**config.mk**
```make
export PLATFORM = sky130hd
export DESIGN_NAME = stats_bank
export DESIGN_NICKNAME = d
export VERILOG_FILES = /design/src/rtl/stats_pkg.sv /design/src/rtl/stats_event_decode.sv /design/src/rtl/stats_sat_counter.sv /design/src/rtl/stats_read_port.sv /design/src/rtl/stats_bank.sv
export SDC_FILE = /design/constraint.sdc
export NUM_CORES = 2
export LEC_CHECK = 0
export BUFFER_PORTS_ARGS = -buffer_cell sky130_fd_sc_hd__clkbuf_2
export CAP_MARGIN = 25
export CORE_MARGIN = 4
export CORE_UTILIZATION = 25
export DETAILED_ROUTE_END_ITERATION = 12
export SLEW_MARGIN = 40
export SYNTH_ARGS = -nofsm -noshare
export SYNTH_HDL_FRONTEND = slang
export SYNTH_HIERARCHICAL = 1
export SYNTH_SLANG_ARGS = --single-unit
```
**constraint.sdc**
```tcl
create_clock -name clk -period 33.1 [get_ports clk]
set_input_delay 1.655 -clock clk [delete_from_list [all_inputs] [get_ports clk]]
set_output_delay 1.655 -clock clk [all_outputs]
set_load 0.02 [all_outputs]
```
**src/rtl/stats_pkg.sv**
```systemverilog
package stats_pkg;
  localparam int NUM_FC      = 29;
  localparam int NUM_BINS    = 7;
  localparam int RX_FLAGS    = 8;
  localparam int TX_FLAGS    = 4;
  localparam int RX_TOTAL    = 0;
  localparam int RX_FLAG0    = 1;
  localparam int RX_MAXLEN   = 9;
  localparam int RX_BIN0     = 10;
  localparam int TX_TOTAL    = 17;
  localparam int TX_FLAG0    = 18;
  localparam int TX_BIN0     = 22;
  localparam int A_RXB_LO    = 32;
  localparam int A_RXB_HI    = 33;
  localparam int A_TXB_LO    = 34;
  localparam int A_TXB_HI    = 35;
  localparam int ADDR_W      = 6;
  localparam int RD_W        = 32;

  // length bin index, shared by both directions
  function automatic logic [2:0] size_bin(input logic [31:0] len);
    if (len <= 32'd64)        return 3'd0;
    else if (len <= 32'd127)  return 3'd1;
    else if (len <= 32'd255)  return 3'd2;
    else if (len <= 32'd511)  return 3'd3;
    else if (len <= 32'd1023) return 3'd4;
    else if (len <= 32'd1518) return 3'd5;
    else                      return 3'd6;
  endfunction
endpackage

```
**src/rtl/stats_event_decode.sv**
```systemverilog
module stats_event_decode
  import stats_pkg::*;
#(
  parameter int LEN_W = 14
) (
  input  logic              ev_valid,
  input  logic              ev_dir,
  input  logic [LEN_W-1:0]  ev_len,
  input  logic [7:0]        ev_flags,
  input  logic [LEN_W-1:0]  cfg_max_len,
  output logic [NUM_FC-1:0] fc_inc,
  output logic              rxb_inc,
  output logic              txb_inc
);
  logic       is_rx;
  logic       is_tx;
  logic [2:0] bin;

  assign is_rx   = ev_valid & ~ev_dir;
  assign is_tx   = ev_valid & ev_dir;
  assign bin     = size_bin(32'(ev_len));
  assign rxb_inc = is_rx;
  assign txb_inc = is_tx;

  assign fc_inc[RX_TOTAL]  = is_rx;
  assign fc_inc[RX_MAXLEN] = is_rx & (ev_len > cfg_max_len);
  assign fc_inc[TX_TOTAL]  = is_tx;

  for (genvar f = 0; f < RX_FLAGS; f++) begin : g_rx_flag
    assign fc_inc[RX_FLAG0+f] = is_rx & ev_flags[f];
  end

  for (genvar f = 0; f < TX_FLAGS; f++) begin : g_tx_flag
    assign fc_inc[TX_FLAG0+f] = is_tx & ev_flags[f];
  end

  for (genvar b = 0; b < NUM_BINS; b++) begin : g_bin
    assign fc_inc[RX_BIN0+b] = is_rx & (bin == 3'(b));
    assign fc_inc[TX_BIN0+b] = is_tx & (bin == 3'(b));
  end
endmodule

```
**src/rtl/stats_sat_counter.sv**
```systemverilog
module stats_sat_counter #(
  parameter int W     = 32,
  parameter int INC_W = 1
) (
  input  logic             clk,
  input  logic             rst_n,
  input  logic             clr,
  input  logic             inc_en,
  input  logic [INC_W-1:0] inc_amt,
  output logic [W-1:0]     cnt
);
  localparam int PAD = W - INC_W;

  logic [W-1:0] add;
  logic [W:0]   sum;
  logic [W-1:0] sat;
  logic [W-1:0] cnt_nxt;
  logic         cnt_en;

  always_comb begin
    add     = {{PAD{1'b0}}, inc_amt};
    sum     = {1'b0, cnt} + {1'b0, add};
    sat     = sum[W] ? '1 : sum[W-1:0];
    cnt_en  = clr | inc_en;
    if (clr) cnt_nxt = inc_en ? add : '0;
    else     cnt_nxt = sat;
  end

  always_ff @(posedge clk or negedge rst_n) begin
    if (!rst_n)      cnt <= '0;
    else if (cnt_en) cnt <= cnt_nxt;
  end
endmodule

```
**src/rtl/stats_read_port.sv**
```systemverilog
module stats_read_port
  import stats_pkg::*;
#(
  parameter int FRAME_W = 32,
  parameter int BYTE_W  = 45
) (
  input  logic                           clk,
  input  logic                           rst_n,
  input  logic                           rd_en,
  input  logic [ADDR_W-1:0]              rd_addr,
  input  logic                           clr_all,
  input  logic [NUM_FC-1:0][FRAME_W-1:0] frame_cnt,
  input  logic [BYTE_W-1:0]              rx_bytes,
  input  logic [BYTE_W-1:0]              tx_bytes,
  output logic [NUM_FC-1:0]              fc_clr,
  output logic                           rxb_clr,
  output logic                           txb_clr,
  output logic                           rd_valid,
  output logic [RD_W-1:0]                rd_data
);
  localparam int HI_W = BYTE_W - RD_W;

  logic [RD_W-1:0] sel_data;
  logic [RD_W-1:0] data_nxt;
  logic [HI_W-1:0] sh_rx, sh_tx, sh_rx_nxt, sh_tx_nxt;
  logic            ld_rx, ld_tx, sh_en;

  always_comb begin
    sel_data = '0;
    fc_clr   = '0;
    rxb_clr  = 1'b0;
    txb_clr  = 1'b0;
    ld_rx    = 1'b0;
    ld_tx    = 1'b0;
    for (int i = 0; i < NUM_FC; i++) begin
      if (rd_addr == ADDR_W'(i)) begin
        sel_data[FRAME_W-1:0] = frame_cnt[i];
        fc_clr[i]             = rd_en;
      end
    end
    case (rd_addr)
      ADDR_W'(A_RXB_LO): begin
        sel_data = rx_bytes[RD_W-1:0];
        rxb_clr  = rd_en;
        ld_rx    = rd_en;
      end
      ADDR_W'(A_RXB_HI): sel_data[HI_W-1:0] = sh_rx;
      ADDR_W'(A_TXB_LO): begin
        sel_data = tx_bytes[RD_W-1:0];
        txb_clr  = rd_en;
        ld_tx    = rd_en;
      end
      ADDR_W'(A_TXB_HI): sel_data[HI_W-1:0] = sh_tx;
      default: ;
    endcase
    data_nxt  = rd_en ? sel_data : rd_data;
    sh_en     = clr_all | ld_rx | ld_tx;
    sh_rx_nxt = clr_all ? '0 : (ld_rx ? rx_bytes[BYTE_W-1:RD_W] : sh_rx);
    sh_tx_nxt = clr_all ? '0 : (ld_tx ? tx_bytes[BYTE_W-1:RD_W] : sh_tx);
  end

  always_ff @(posedge clk or negedge rst_n) begin
    if (!rst_n) begin
      rd_valid <= 1'b0;
      rd_data  <= '0;
    end else begin
      rd_valid <= rd_en;
      rd_data  <= data_nxt;
    end
  end

  always_ff @(posedge clk or negedge rst_n) begin
    if (!rst_n) begin
      sh_rx <= '0;
      sh_tx <= '0;
    end else if (sh_en) begin
      sh_rx <= sh_rx_nxt;
      sh_tx <= sh_tx_nxt;
    end
  end
endmodule

```
**src/rtl/stats_bank.sv**
```systemverilog
module stats_bank
  import stats_pkg::*;
#(
  parameter int FRAME_W = 32,
  parameter int BYTE_W  = 45,
  parameter int LEN_W   = 14
) (
  input  logic              clk,
  input  logic              rst_n,
  input  logic              ev_valid,
  input  logic              ev_dir,
  input  logic [LEN_W-1:0]  ev_len,
  input  logic [7:0]        ev_flags,
  input  logic [LEN_W-1:0]  cfg_max_len,
  input  logic              clr_all,
  input  logic              rd_en,
  input  logic [5:0]        rd_addr,
  output logic              rd_valid,
  output logic [31:0]       rd_data
);
  logic                           rst_m, rst_q;
  logic [NUM_FC-1:0]              fc_inc, fc_clr;
  logic [NUM_FC-1:0][FRAME_W-1:0] frame_cnt;
  logic                           rxb_inc, txb_inc, rxb_clr, txb_clr;
  logic [BYTE_W-1:0]              rx_bytes, tx_bytes;

  // asynchronous assertion, synchronous release
  always_ff @(posedge clk or negedge rst_n) begin
    if (!rst_n) begin
      rst_m <= 1'b0;
      rst_q <= 1'b0;
    end else begin
      rst_m <= 1'b1;
      rst_q <= rst_m;
    end
  end

  stats_event_decode #(.LEN_W(LEN_W)) u_dec (
    .ev_valid    (ev_valid),
    .ev_dir      (ev_dir),
    .ev_len      (ev_len),
    .ev_flags    (ev_flags),
    .cfg_max_len (cfg_max_len),
    .fc_inc      (fc_inc),
    .rxb_inc     (rxb_inc),
    .txb_inc     (txb_inc)
  );

  for (genvar g = 0; g < NUM_FC; g++) begin : g_fc
    stats_sat_counter #(.W(FRAME_W), .INC_W(1)) u_cnt (
      .clk     (clk),
      .rst_n   (rst_q),
      .clr     (fc_clr[g] | clr_all),
      .inc_en  (fc_inc[g]),
      .inc_amt (1'b1),
      .cnt     (frame_cnt[g])
    );
  end

  stats_sat_counter #(.W(BYTE_W), .INC_W(LEN_W)) u_rxb (
    .clk     (clk),
    .rst_n   (rst_q),
    .clr     (rxb_clr | clr_all),
    .inc_en  (rxb_inc),
    .inc_amt (ev_len),
    .cnt     (rx_bytes)
  );

  stats_sat_counter #(.W(BYTE_W), .INC_W(LEN_W)) u_txb (
    .clk     (clk),
    .rst_n   (rst_q),
    .clr     (txb_clr | clr_all),
    .inc_en  (txb_inc),
    .inc_amt (ev_len),
    .cnt     (tx_bytes)
  );

  stats_read_port #(.FRAME_W(FRAME_W), .BYTE_W(BYTE_W)) u_rd (
    .clk       (clk),
    .rst_n     (rst_q),
    .rd_en     (rd_en),
    .rd_addr   (rd_addr),
    .clr_all   (clr_all),
    .frame_cnt (frame_cnt),
    .rx_bytes  (rx_bytes),
    .tx_bytes  (tx_bytes),
    .fc_clr    (fc_clr),
    .rxb_clr   (rxb_clr),
    .txb_clr   (txb_clr),
    .rd_valid  (rd_valid),
    .rd_data   (rd_data)
  );
endmodule

```
* Word level (Yosys, flattened, before mapping)
Cells that the tools add are included.
Storage, ports and cells: memory bits (read-only) 0, output and inout bits 33, bits in latches 0, bits in writable memories 0, memories kept 0, input port bits 48, flip-flop bits (word level) 1079, logic and storage cells 377
Operators by class: reductions and logical operators 6, eq/ne operators 38, bitwise logic cells 93, $lt $le $gt $ge 7, divide/modulo/power cells 0, $add $sub $neg 31, multiply operators 0, shift-type cells 0, multiplexer cells 165
Operators with widths (number):
- 32-bit two-way mux | 87
- 32-bit by 1-bit adder with 33-bit output, second input constant | 29
- 45-bit two-way mux | 4
- 45-bit by 14-bit adder with 46-bit output | 2
- 6-bit by 5-bit equality test with 1-bit output, second input constant | 13
- 1-bit OR | 63
- 1-bit two-way mux | 60
- 13-bit two-way mux | 4
- 13-bit case mux with 4 select lines | 1
- 6-bit by 4-bit equality test with 1-bit output, second input constant | 8
- 19-bit case mux with 2 select lines | 1
- 1-bit bitwise AND | 29
- 14-bit by 7-bit <= comparator with 1-bit output, second input constant | 2
- 14-bit two-way mux | 2
- 6-bit by 3-bit equality test with 1-bit output, second input constant | 4
- 6-bit equality test, second input constant | 4
- 3-bit two-way mux | 5
- 14-bit > comparator | 1
- 14-bit by 10-bit <= comparator with 1-bit output, second input constant | 1
- 14-bit by 11-bit <= comparator with 1-bit output, second input constant | 1
- 14-bit by 8-bit <= comparator with 1-bit output, second input constant | 1
- 14-bit by 9-bit <= comparator with 1-bit output, second input constant | 1
- 6-bit by 2-bit equality test with 1-bit output, second input constant | 2
- 3-bit equality test, second input constant | 3
- 9 further kinds | 12

* Longest topological paths before layout
depth after elaboration 31, gate-level depth with buffers 17, gate-level depth less buffers 11

* Cells and area by module
Netlist, hierarchy kept.
Modules (own cells, without submodules):
- stats_sat_counter (g_fc[0].u_cnt ...) | times used 28, sequential area each 800.8 µm², area an instance 1931.9 µm², cells each 212
- stats_read_port | times used 1, sequential area each 1476.4 µm², area an instance 10114.7 µm², cells each 1490
- stats_sat_counter (u_rxb ...) | times used 2, sequential area each 1126.1 µm², area an instance 3357.0 µm², cells each 389
- stats_sat_counter (g_fc[14].u_cnt) | times used 1, sequential area each 800.8 µm², area an instance 1963.1 µm², cells each 220
- stats_event_decode | times used 1, sequential area each 0.0 µm², area an instance 666.9 µm², cells each 103
- stats_bank | times used 1, sequential area each 50.0 µm², area an instance 262.8 µm², cells each 37

* Worst setup path after synthesis
No wires, ideal clock.
kind input to register, start in rd_addr[2], end reg u_rxb.cnt[10], required time 32.963 ns, cell stages on the path 14, path slack 28.466 ns, path buffers 7, arrival time 4.498 ns, library setup time 0.137 ns, path through buf_2 > or2_2 > buf_4 > or3_1 > buf_2 > nor2_1 > buf_2 > nand2_2 > inv_2 > buf_2 > or2_1 > buf_6 > dlygate4sd3_1 > o31ai_1
On the way: word-level cells in the longest chain between the ends 4, elaborated cells on any way between the ends 5, those cells by class eq/ne (1); mux (2); bitwise (2)
Ends and longest elaborated chain:
- start: declaration | line stats_bank.sv:17 | input logic [5:0] rd_addr,
- 6-bit equality test * | line stats_read_port.sv:41 | case (rd_addr)
- 1-bit two-way mux * | line stats_read_port.sv:41
- via rxb_clr | line stats_bank.sv:24 | logic rxb_inc, txb_inc, rxb_clr, txb_clr;
- 1-bit OR * | line stats_bank.sv:63 | .clr (rxb_clr | clr_all),
- 45-bit two-way mux or 1-bit OR (tied branches) | line stats_sat_counter.sv:25, stats_sat_counter.sv:24
- end signal: assignment | line stats_sat_counter.sv:31 | else if (cnt_en) cnt <= cnt_nxt;
- end: declaration | line stats_sat_counter.sv:10 | output logic [W-1:0] cnt
Mark *: on every way through the listed nets, which the timed path passes. The rest lies on a longest branch. A chain may end at the register's enable or synchronous reset.

* Worst setup path after layout
start in rd_addr[1], end reg u_rd.rd_data[14]
On the way: word-level cells in the longest chain between the ends 31, elaborated cells on any way between the ends 61, those cells by class eq/ne (30); mux (30); reduce/logical (1)
Ends and longest elaborated chain:
- 6-bit logical NOT | line stats_read_port.sv:36 | if (rd_addr == ADDR_W'(i)) begin
- 32-bit two-way mux (29 in a row) | line stats_read_port.sv:36
- 19-bit case mux with 2 select lines * | line stats_read_port.sv:41
- end signal: assignment | line stats_read_port.sv:68 | rd_data <= data_nxt;
- end: declaration | line stats_read_port.sv:19 | output logic [RD_W-1:0] rd_data
Every way passes the cells marked *; elsewhere a longest branch is shown, timed or not.

==> results.ini <==
[layout]
layout.nets = 8639
utilization_pct = 28.2
fillers = 31400
area_delta_synth_final_pct = 12.3
drive_gt1_share_pct = 10.4

[route]
drt-vias-per-instance = 6.03
via_count = 75500
drt_first_pass_iters = 8
postRouteWirelength_mm = 324
drt_iter0_drc = 11200
wl_per_cell_um = 25.9
route.detailed.drc = 0
ant_nets = 0

[place]
io_buffers = 80
gp_congestion = 1.02
hpwl_mm = 242

[critical_path]
path_common_cell = buf_4
cp-end-kind = register
slowest_delay_ns = 0.78
worst_ep_arrival_time_ns = 6.07
crit_family = simple AND/OR/NAND/NOR gates
startpoint_type = primary input
crit_slowest_cell = or4_1
path_max_fanout = 53
required_ns = 33.84
crit_type = in -> reg
worstPathCellList = buf_2 > buf_4 > nand2b_1 > nor3_2 > buf_4 > nor2_1 > o21ai_1 > or4_1 > a41oi_1 > o221ai_1 > nand2_1
cp_num_buf_inv = 3

[clock_tree]
clock_sinks = 1079
cts_resized = 0
cts_tree = yes
postCtsSetupBuffers = 0
worstSkewPairLatency_ns = 0.82
ctsHoldBuffers = 0
numCtsBuffers = 131
clk_pin_slew_ns = 0.07
clk_path_buf_depth = 3
clock-root-buffer = clkbuf_16
htree_levels = 4

[power]
powerDensity_nw_per_um2 = 37.8
vdd_drop_max_v = 0.0000483
p_total_w = 0.00313
cellLeakagePower_nw = 31.3

[timing]
skew_ns = 0.0419
finalSetupViolCount = 0
finalHoldViolCount = 0
timing.final.max_slew_violations = 0
rsz0062_at_grt = no
worstMarginPinSlew_ns = 0.985
finalCritPeriodShare_pct = 16.1
fmax_mhz = 188
finalCriticalPeriod_ns = 5.33
final.setup.tns_ns = 0
slew_headroom_pct = 33.7

[die]
start_util_pct = 25.1
die_h_um = 551
core-area_um2 = 294000
die_x_um = 551
rows = 199
die_area_um2 = 304000
ios = 81

[synthesis]
yosysWarnings = 6
ys.flop_type = dfrtp_1
synth_seq_cells = 1079
ys_types = 113
synthCells = 8564
ys_seq_area_share_pct = 36.6
syn_area_per_cell_um2 = 8.62
syn_area_um2 = 73800
synth-edff-count = 0
async_flop_share_pct = 100

[outcome]
status = finished, final reports clean

[hold_path]
hold_path.class = reg -> reg

[flow_run]
max_cap_viol_count = 0

[grt]
gr-usage-all-layers_pct = 20.4
grt_max_degree = 153
grt_pass1_vias = 68300
grt_pass1_wl_mm = 475
antenna_found_initial = 26
grt_overflow = 0

report_power, final:
| part | switching (W) | internal, W | total [W] |
|---|---|---|---|
| Clock | 0.000645 | 0.000898 | 0.00154 |
| Sequential | 0.0000244 | 0.00133 | 0.00135 |
| Combinational | 0.000174 | 0.0000635 | 0.000238 |
state kept, by name, indices dropped and copies added, names as in the netlist:
| name | flops |
|---|---|
| u_rxb/cnt | 45 |
| u_rd/sh_rx | 13 |
| u_txb/cnt | 45 |
| u_rd/rd_valid | 1 |
| g_fc.u_cnt/cnt | 928 |
| rst_q | 1 |
| rst_m | 1 |
| u_rd/rd_data | 32 |
| u_rd/sh_tx | 13 |
final timing paths:
path | to | startpoint | cells past startpoint | slack (ns)
min in group asynchronous | g_fc[4].u_cnt/cnt[5]$_DFFE_PN0P_ | rst_q$_DFF_PN0_ | 0 | 0.38
hold / removal | rst_q$_DFF_PN0_ | rst_m$_DFF_PN0_ | 0 | 0.35
setup reg to reg | u_txb/cnt[30]$_DFFE_PN0P_ | rst_q$_DFF_PN0_ | 6 | 29.17
setup / recovery | u_rd/rd_data[14]$_DFFE_PN0P_ | rd_addr[1] | 11 | 27.77
hold reg to reg | rst_q$_DFF_PN0_ | rst_m$_DFF_PN0_ | 0 | 0.35
max in group asynchronous | u_txb/cnt[30]$_DFFE_PN0P_ | rst_q$_DFF_PN0_ | 6 | 29.17
per-layer routing:
metal	vias to the layer above	GRT usage (%)	share of wire (%)
li1	33400	-	-
met1	37200	27.3	41
met2	4124	29.5	42
met3	829	5.53	11
met4	14	11.8	6.8
met5	-	0	0.032
cell type report:
class	count	area (um2)	share of cell area, %
Clock buffer	182	3800	4.59
Clock inverter	51	727	0.877
Inverter	111	418	0.504
Timing Repair Buffer	207	1460	1.76
Multi-Input combinational cell	6959	44600	53.7
Tap cell	3919	4900	5.91
Sequential cell	1079	27000	32.6
Antenna cell	13	32.5	0.0392
cell usage after synthesis (33+ instances only):
master	instances	area, um2
a211oi_1	200	1500
a211oi_2	33	413
a21oi_1	484	2420
a221oi_1	46	403
a22oi_1	160	1200
a311oi_1	70	613
a31oi_1	271	1700
a41o_1	62	621
a41oi_1	101	885
and2_1	70	438
and3_1	296	1850
and4_1	385	3370
buf_2	184	921
clkbuf_1	272	1020
dfrtp_1	1079	27000
ha_1	100	1250
inv_1	110	413
mux2i_1	71	711
nand2_1	568	2130
nand3_1	367	1840
nand4_1	419	2620
nor2_1	959	3600
nor2b_1	44	275
nor3_1	781	3910
nor3_2	37	370
nor4_1	75	469
nor4_2	87	1090
o21ai_0	216	1080
o21bai_1	88	661
o221ai_1	39	342
o22ai_1	151	945
or2_2	58	363
or3_1	34	213
or4b_1	33	330
worst register-to-register path, cell delays in order (launching register included):
cell and delay, ns:
dfrtp_4 0.85, buf_4 0.62, buf_4 0.38, buf_12 0.34, buf_16 0.38, buf_6 0.75
buf_6 0.63
metrics by stage:
stage | worst slack (ns) | hold slack [ns] | instances | cell area (um2)
after detailed placement | 27.35 | 0.339 | 12300 | 78200
after CTS | 28.20 | 0.356 | 12500 | 82800
final | 27.77 | 0.352 | 12500 | 82900
after global placement | 27.12 | 0.336 | 12300 | 78200
after global routing | 27.76 | 0.361 | 12500 | 82900
after floorplan | 0.796 | 0.331 | 8651 | 74100
kinds of logic (layout without fill, tap and decap cells):
logic type / count (synthesis) / after routing / share of synthesized area [%]
xor gates and xnor gates: 50 / 50 / 0.593
DFF: 1079 / 1079 / 36.6
buffers and inverters: 613 / 551 / 3.72
other: 1 / 101 / 0.00508
muxes: 86 / 86 / 1.36
AOI/OAI and AO/OA: 2152 / 2152 / 20.1
and+or+nand+nor: 4481 / 4481 / 35.9
adders and majority gates: 102 / 102 / 1.75
placed cells by master (no fill, tap or decap), types with 71 or more instances in the layout:
| cell type | n |
|---|---|
| a211oi_1 | 199 |
| a21oi_1 | 484 |
| a22oi_1 | 160 |
| a31oi_1 | 270 |
| a41oi_1 | 101 |
| and3_1 | 296 |
| and4_1 | 385 |
| buf_4 | 110 |
| clkbuf_16 | 134 |
| clkbuf_2 | 77 |
| conb_1 | 88 |
| dfrtp_1 | 1078 |
| ha_1 | 100 |
| inv_1 | 107 |
| mux2i_1 | 71 |
| nand2_1 | 564 |
| nand3_1 | 364 |
| nand4_1 | 419 |
| nor2_1 | 940 |
| nor3_1 | 770 |
| nor4_1 | 74 |
| nor4_2 | 88 |
| o21ai_0 | 209 |
| o21bai_1 | 88 |
| o22ai_1 | 151 |
(Power assumes the default switching activity.)
